`config.mk`:
```
export PLATFORM = sky130hd
export DESIGN_NAME = prio_irq_gate
export DESIGN_NICKNAME = d
export VERILOG_FILES = /design/src/rtl/pirq_pkg.sv /design/src/rtl/pirq_data.sv /design/src/rtl/pirq_ctrl.sv /design/src/rtl/prio_irq_gate.sv
export SDC_FILE = /design/constraint.sdc
export NUM_CORES = 1
export LEC_CHECK = 0
export ABC_CLOCK_PERIOD_IN_PS = 2950
export CELL_PAD_IN_SITES_DETAIL_PLACEMENT = 0
export CELL_PAD_IN_SITES_GLOBAL_PLACEMENT = 1
export CORE_MARGIN = 3
export CORE_UTILIZATION = 48
export DETAILED_ROUTE_END_ITERATION = 10
export MAX_ROUTING_LAYER = met4
export PLACE_DENSITY_LB_ADDON = 0.1
export SETUP_SLACK_MARGIN = 0.05
export SLEW_MARGIN = 0
export SYNTH_ARGS = -nofsm -noshare
export SYNTH_HDL_FRONTEND = slang
export SYNTH_HIERARCHICAL = 1
export SYNTH_SLANG_ARGS = --single-unit
```
`constraint.sdc`:
```
create_clock -name clk -period 2.95 [get_ports clk]
set_input_delay 0.4425 -clock clk [delete_from_list [all_inputs] [get_ports clk]]
set_output_delay 0.4425 -clock clk [all_outputs]
set_load 0.05 [all_outputs]
```
`src/rtl/pirq_pkg.sv`:
```
package pirq_pkg;
  localparam int LVL_W = 3;
  localparam logic [LVL_W-1:0] NMI_LVL = 3'd7;

  typedef struct packed {
    logic             push;
    logic             pop;
    logic             write;
    logic [LVL_W-1:0] svcLvl;
  } pirqStrobe_t;
endpackage

```
`src/rtl/pirq_data.sv`:
```
module pirq_data
  import pirq_pkg::*;
#(
  parameter int CCR_W    = 8,
  parameter int MASK_LSB = 5,
  parameter int DEPTH    = 8
) (
  input  logic             clk,
  input  logic             rstN,
  input  logic [LVL_W-1:0] reqLevel,
  input  logic [CCR_W-1:0] ccrWrData,
  input  pirqStrobe_t      str,
  output logic [LVL_W-1:0] syncLvl,
  output logic [LVL_W-1:0] prevLvl,
  output logic [LVL_W-1:0] mask,
  output logic [CCR_W-1:0] ccrOut
);
  localparam int PTR_W = (DEPTH > 1) ? $clog2(DEPTH) : 1;
  localparam int CNT_W = $clog2(DEPTH + 1);
  localparam logic [CCR_W-1:0] RESET_CCR = CCR_W'(NMI_LVL) << MASK_LSB;
  localparam logic [CCR_W-1:0] MASK_BITS = CCR_W'({LVL_W{1'b1}}) << MASK_LSB;

  logic [LVL_W-1:0] meta;
  logic [CCR_W-1:0] ccr;
  logic [CCR_W-1:0] stackMem [DEPTH];
  logic [PTR_W-1:0] ptr, nextPtr, topPtr;
  logic [CNT_W-1:0] cnt;

  // two-flop synchronizer plus previous-sample register for edge detection
  always_ff @(posedge clk) begin
    if (!rstN) begin
      meta    <= '0;
      syncLvl <= '0;
      prevLvl <= '0;
    end else begin
      meta    <= reqLevel;
      syncLvl <= meta;
      prevLvl <= syncLvl;
    end
  end

  assign nextPtr = (ptr == PTR_W'(DEPTH - 1)) ? '0 : ptr + 1'b1;
  assign topPtr  = (ptr == '0) ? PTR_W'(DEPTH - 1) : ptr - 1'b1;

  always_ff @(posedge clk) begin
    if (str.push) stackMem[ptr] <= ccr;
  end

  always_ff @(posedge clk) begin
    if (!rstN) begin
      ptr <= '0;
      cnt <= '0;
    end else if (str.push) begin
      ptr <= nextPtr;
      if (cnt != CNT_W'(DEPTH)) cnt <= cnt + 1'b1;
    end else if (str.pop && cnt != '0) begin
      ptr <= topPtr;
      cnt <= cnt - 1'b1;
    end
  end

  always_ff @(posedge clk) begin
    if (!rstN) begin
      ccr <= RESET_CCR;
    end else if (str.pop) begin
      if (cnt != '0) ccr <= stackMem[topPtr];
    end else if (str.write) begin
      ccr <= ccrWrData;
    end else if (str.push) begin
      ccr[MASK_LSB +: LVL_W] <= str.svcLvl;
    end
  end

  assign ccrOut = ccr;
  assign mask   = ccr[MASK_LSB +: LVL_W];

  // the saved entry is the register value before acceptance
  p_push_saves_r2: assert property (@(posedge clk) disable iff (!rstN)
    str.push |=> stackMem[$past(ptr)] == $past(ccr));

  // acceptance touches only the mask field
  p_flags_kept_r3: assert property (@(posedge clk) disable iff (!rstN)
    str.push |=> (ccr & ~MASK_BITS) == $past(ccr & ~MASK_BITS));

  // a return on an empty stack leaves the register alone
  p_empty_pop_r13: assert property (@(posedge clk) disable iff (!rstN)
    (str.pop && cnt == '0) |=> $stable(ccr));
endmodule

```
`src/rtl/pirq_ctrl.sv`:
```
module pirq_ctrl
  import pirq_pkg::*;
(
  input  logic             clk,
  input  logic             rstN,
  input  logic [LVL_W-1:0] syncLvl,
  input  logic [LVL_W-1:0] prevLvl,
  input  logic [LVL_W-1:0] mask,
  input  logic             ccrWrEn,
  input  logic             rtiStrobe,
  input  logic             ackStrobe,
  output pirqStrobe_t      str,
  output logic             takenPulse,
  output logic [LVL_W-1:0] takenLevel
);
  logic busy, nmiPend;
  logic nmiHeld, nmiEvent, freeSlot, takeNmi, takeLow;

  assign nmiHeld  = (syncLvl == NMI_LVL);
  // an edge to 7, a return or a write while 7 is held re-arms level 7
  assign nmiEvent = (nmiHeld && prevLvl != NMI_LVL) || (nmiHeld && (rtiStrobe || ccrWrEn));
  // returns and writes own the register in their cycle
  assign freeSlot = !busy && !rtiStrobe && !ccrWrEn;
  assign takeNmi  = freeSlot && nmiPend;
  assign takeLow  = freeSlot && !nmiPend && syncLvl != '0 && !nmiHeld && (syncLvl > mask);

  always_comb begin
    str.pop    = rtiStrobe;
    str.write  = ccrWrEn && !rtiStrobe;
    str.push   = takeNmi || takeLow;
    str.svcLvl = takeNmi ? NMI_LVL : syncLvl;
  end

  always_ff @(posedge clk) begin
    if (!rstN) begin
      nmiPend    <= 1'b0;
      busy       <= 1'b0;
      takenPulse <= 1'b0;
      takenLevel <= '0;
    end else begin
      nmiPend    <= (nmiPend && !takeNmi) || nmiEvent;
      busy       <= str.push || (busy && !ackStrobe);
      takenPulse <= str.push;
      if (str.push) takenLevel <= str.svcLvl;
    end
  end

  // the acceptance pulse lasts one cycle
  p_one_cycle_pulse_r11: assert property (@(posedge clk) disable iff (!rstN)
    takenPulse |=> !takenPulse);

  // a maskable level is only taken above the mask it met
  p_above_mask_r1: assert property (@(posedge clk) disable iff (!rstN)
    (takenPulse && takenLevel != NMI_LVL) |-> takenLevel > $past(mask));

  // the mask shows the serviced level together with the pulse
  p_mask_follows_r3: assert property (@(posedge clk) disable iff (!rstN)
    takenPulse |-> mask == takenLevel);

  // nothing is taken while an acknowledge is outstanding
  p_wait_ack_r12: assert property (@(posedge clk) disable iff (!rstN)
    (busy && !ackStrobe) |=> !takenPulse);
endmodule

```
`src/rtl/prio_irq_gate.sv`:
```
module prio_irq_gate
  import pirq_pkg::*;
#(
  parameter int CCR_W    = 8,
  parameter int MASK_LSB = 5,
  parameter int DEPTH    = 8
) (
  input  logic             clk,
  input  logic             rstN,
  input  logic [2:0]       reqLevel,
  input  logic             ccrWrEn,
  input  logic [CCR_W-1:0] ccrWrData,
  input  logic             rtiStrobe,
  input  logic             ackStrobe,
  output logic             takenPulse,
  output logic [2:0]       takenLevel,
  output logic [CCR_W-1:0] ccrOut
);
  pirqStrobe_t      str;
  logic [LVL_W-1:0] syncLvl, prevLvl, mask;

  pirq_ctrl uCtrl (
    .clk(clk), .rstN(rstN), .syncLvl(syncLvl), .prevLvl(prevLvl), .mask(mask),
    .ccrWrEn(ccrWrEn), .rtiStrobe(rtiStrobe), .ackStrobe(ackStrobe),
    .str(str), .takenPulse(takenPulse), .takenLevel(takenLevel)
  );

  pirq_data #(.CCR_W(CCR_W), .MASK_LSB(MASK_LSB), .DEPTH(DEPTH)) uData (
    .clk(clk), .rstN(rstN), .reqLevel(reqLevel), .ccrWrData(ccrWrData), .str(str),
    .syncLvl(syncLvl), .prevLvl(prevLvl), .mask(mask), .ccrOut(ccrOut)
  );
endmodule

```
==> run metrics <==
Cell Int Power=around 2.8 mW; WL final=10300 µm; main flop type after synthesis=edfxtp_1; clk_lat worst skew=around 360 ps; Worst-path clk slew=90 ps; crit path launch=uData/syncLvl[2]; result of the run=complete, no violations; Port Buffers=27; most common cell after layout, fill and taps aside=edfxtp_1; critical path's slowest cell=or4b_2; most used cell, CP=o2111ai_1; DR WL/cell=20.0 µm; Yosys warning count=6; Layout area overhead=14.5%; Yosys top cell area share=between 40% and 50%; top post-synthesis cells by area=edfxtp_1 43%, dfxtp_1 14%, mux2i_1 3.4%; Combinational Power Share=a little over two fifths; post-synthesis xor/xnor area fraction=0.593%; Reg power frac=between 30 and 40%; largest family of logic cells by synthesized area=compound AO/OA/AOI/OAI gates; Layout fillers=751; n_diodes=0; cts hold-fix bufs=0; worst slew pin tran=about 730 ps; most frequent cells in the layout=64 x edfxtp_1, 30 x dfxtp_1, 29 x nand2_1; total of cells resized after clock tree synthesis=0; Mean Syn Cell Area=12.2 µm²; Max-cap violations=0; CTS tree=done; Initial DRT Pass Iterations=5; post-synthesis compound-gate area fraction=between 10% and 20%; post-CTS setup buffers=0; Yosys top cell by area=edfxtp_1; fin. max-slew vios=0; Cell Area, Placed=4850 µm²; FF+latch count, synth=94; die area=10400 µm²; Clock Sinks=94; Worst Path Arrival=2920 ps; detailed-route vias per instance=5.88; flip-flop and latch area=2520 µm²; Final Cell Area=just over 5000 µm²; final setup TNS=0 ps; critical path endpoint=uData/ccrOut[6]; CTS Buf Count=9; syn nets=390; Post-Syn Instances=between 300 and 400; R2R Path End=uData/ccrOut[6]; HPWL after DPL=roughly 6900 µm; leakage power=about 1.8 nW; DIE HEIGHT=about 100 µm; reg2reg path depth=9; Vias=3027; Initial DRC Count=about 220; antenna violations before repair=0; Layout Nets=approximately 430; crit path time final=2640 ps; placer congestion estimate=between 0.8 and 0.9; Seq/Total Area, Yosys=between 50 and 60%; EDFF count, synth=64; R2R setup slack=approximately 310 ps; Post-Syn Area=about 4400 µm²; CTS H-tree lvls=3; PD cells=about 900 nW/µm²; Achievable Freq=379 MHz; Final Cycle Share=between 80% and 90%; Switching Share=between 40% and 50%; Slew HR=51.1%; Worst EP required=3230 ps; drt drc=0; row count=34; Remaining Overflow, GRT=0; count of cell types in the netlist=62; Synth Area in Adders=under 10%; Die Span X=102 µm; root buffer cell=clkbuf_8; # IOs=28; switching power=approximately 1.9 mW; reg2reg start=uData/syncLvl[2]; share of cells above drive strength 1=16.2%; RSZ-0062 raised after global routing=false; Worst Hold Class=flip-flop to flip-flop; worst vdd ir=~0.47 mV; largest net degree at the start of global routing=45; gr usage total=22.0%; Synth Area in Simple Gates=14.3%; Max stage delay on crit path=about 640 ps; highest net fanout along the worst path=15; final hold violations=0; CP cell instances=ha_1 > a21oi_1 > o21a_1 > o21ai_2 > buf_4 > or4b_2 > o2111ai_1 > o2111ai_1 > o211ai_1; Clock Path Buffers=2; Worst Setup End Kind=flip-flop; Routed Antenna Nets=0; first-pass GRT wire length=about 16000 µm; vias in the first global route=around 3000; CP Launch Type=flip-flop; clock skew=~16 ps; final setup violation count=0; Clk pwr share=between 20% and 30%; critical path class=flip-flop to flip-flop; total core area=roughly 8800 µm²; Initial Util=around half; multiplexer share of the synthesized area=5.17%; fraction of registers with async set/reset=0%; multi-input logic area=about 1700 µm²
[routing by layer]
metal / part of all wire (%) / GRT usage [%]
met1: 49 / 32.7
met2: 44 / 29.7
met3: 5.2 / 4.85
met4: 1.3 / 7.47
met5: 0 / -
[critical path: cells and delay by family (launching register included)]
kind,cells,cell delay [ps]
AOI/OAI and AO/OA,6,890
adders and majority gates,1,320
buffers and inverters,1,210
DFF,1,510
and+or+nand+nor,1,640
[registers in the layout (all words and copies together) (netlist names)]
signal / cells
uCtrl/takenPulse: 1
uData/ccrOut: 8
uData/stackMem: 64
uCtrl/busy: 1
uCtrl/takenLevel: 3
uData/syncLvl: 3
uData/cnt: 4
uData/meta: 3
uCtrl/nmiPend: 1
uData/ptr: 3
uData/prevLvl: 3
[cells by family (layout without fill, tap and decap cells)]
family / after synthesis / after routing
flops: 94 / 94
compound gates: 83 / 83
xor+xnor: 3 / 3
fa+ha+maj: 10 / 10
simple gates: 116 / 116
mux: 22 / 22
buf+inv: 36 / 79
[synthesized netlist by cell type, types with 2 or more instances]
cell,count
o211ai_1,2
a21o_1,3
o2111ai_1,4
nor3_1,7
o21a_1,2
dfxtp_1,30
buf_4,7
a22oi_1,5
inv_1,10
nand2_1,29
a211oi_1,7
o2111a_1,3
nand2b_1,16
mux2i_1,15
and4_1,2
nand4_1,2
nand3b_1,2
ha_1,9
a311oi_1,7
nor2b_1,4
o221ai_1,5
a21oi_1,3
clkbuf_1,4
a41oi_1,5
nor2_1,15
edfxtp_1,64
buf_6,5
a31oi_1,7
o21ai_0,18
nor3_2,2
nand3_1,15
mux2_2,7
and2_1,11
xnor2_1,3
buf_2,7
[worst min path at each step]
stage	from	end	slack (ps)	cells past startpoint
after floorplan	uData/meta[0]	uData/syncLvl[0]	410	1
after detailed placement	uData/meta[0]	uData/syncLvl[0]	420	1
final	uData/meta[2]	uData/syncLvl[2]	440	1
after CTS	uData/meta[0]	uData/syncLvl[0]	440	1
after global routing	uData/meta[2]	uData/syncLvl[2]	450	1
after global placement	uData/meta[2]	uData/syncLvl[2]	410	1
[power by group through the flow]
stage / clock network (mW) / logic (mW) / registers (mW)
global route: 1.04 / 2.17 / 1.75
CTS: 0.982 / 1.97 / 1.73
global placement: 0 / 1.95 / 1.76
detailed placement: 0 / 1.97 / 1.76
floorplan: 0 / 1.29 / 1.93
finish: 0.954 / 1.98 / 1.73
[layout make-up]
| cell class | count | area share (%) |
|---|---|---|
| flip-flops and latches | 94 | 49.7 |
| clock inverters | 6 | 1.87 |
| well taps | 108 | 2.66 |
| repair buffers | 52 | 9.03 |
| clock buffers | 10 | 2.52 |
| multi-input cells | 234 | 33.4 |
| inverters | 11 | 0.814 |
[per-stage QoR]
| step | hold slack, ps | power, mW | utilization [%] | std cells | setup WS [ps] |
|---|---|---|---|---|---|
| finish | 439 | 4.66 | 57.3 | 515 | 311 |
| global route | 452 | 4.96 | 57.3 | 515 | 204 |
| CTS | 442 | 4.68 | 57.3 | 515 | 366 |
| detailed placement | 419 | 3.72 | 54.8 | 499 | 203 |
| global placement | 413 | 3.70 | 54.8 | 499 | 290 |
| floorplan | 412 | 3.22 | - | 364 | 92.0 |
(Power assumes the default switching activity.)
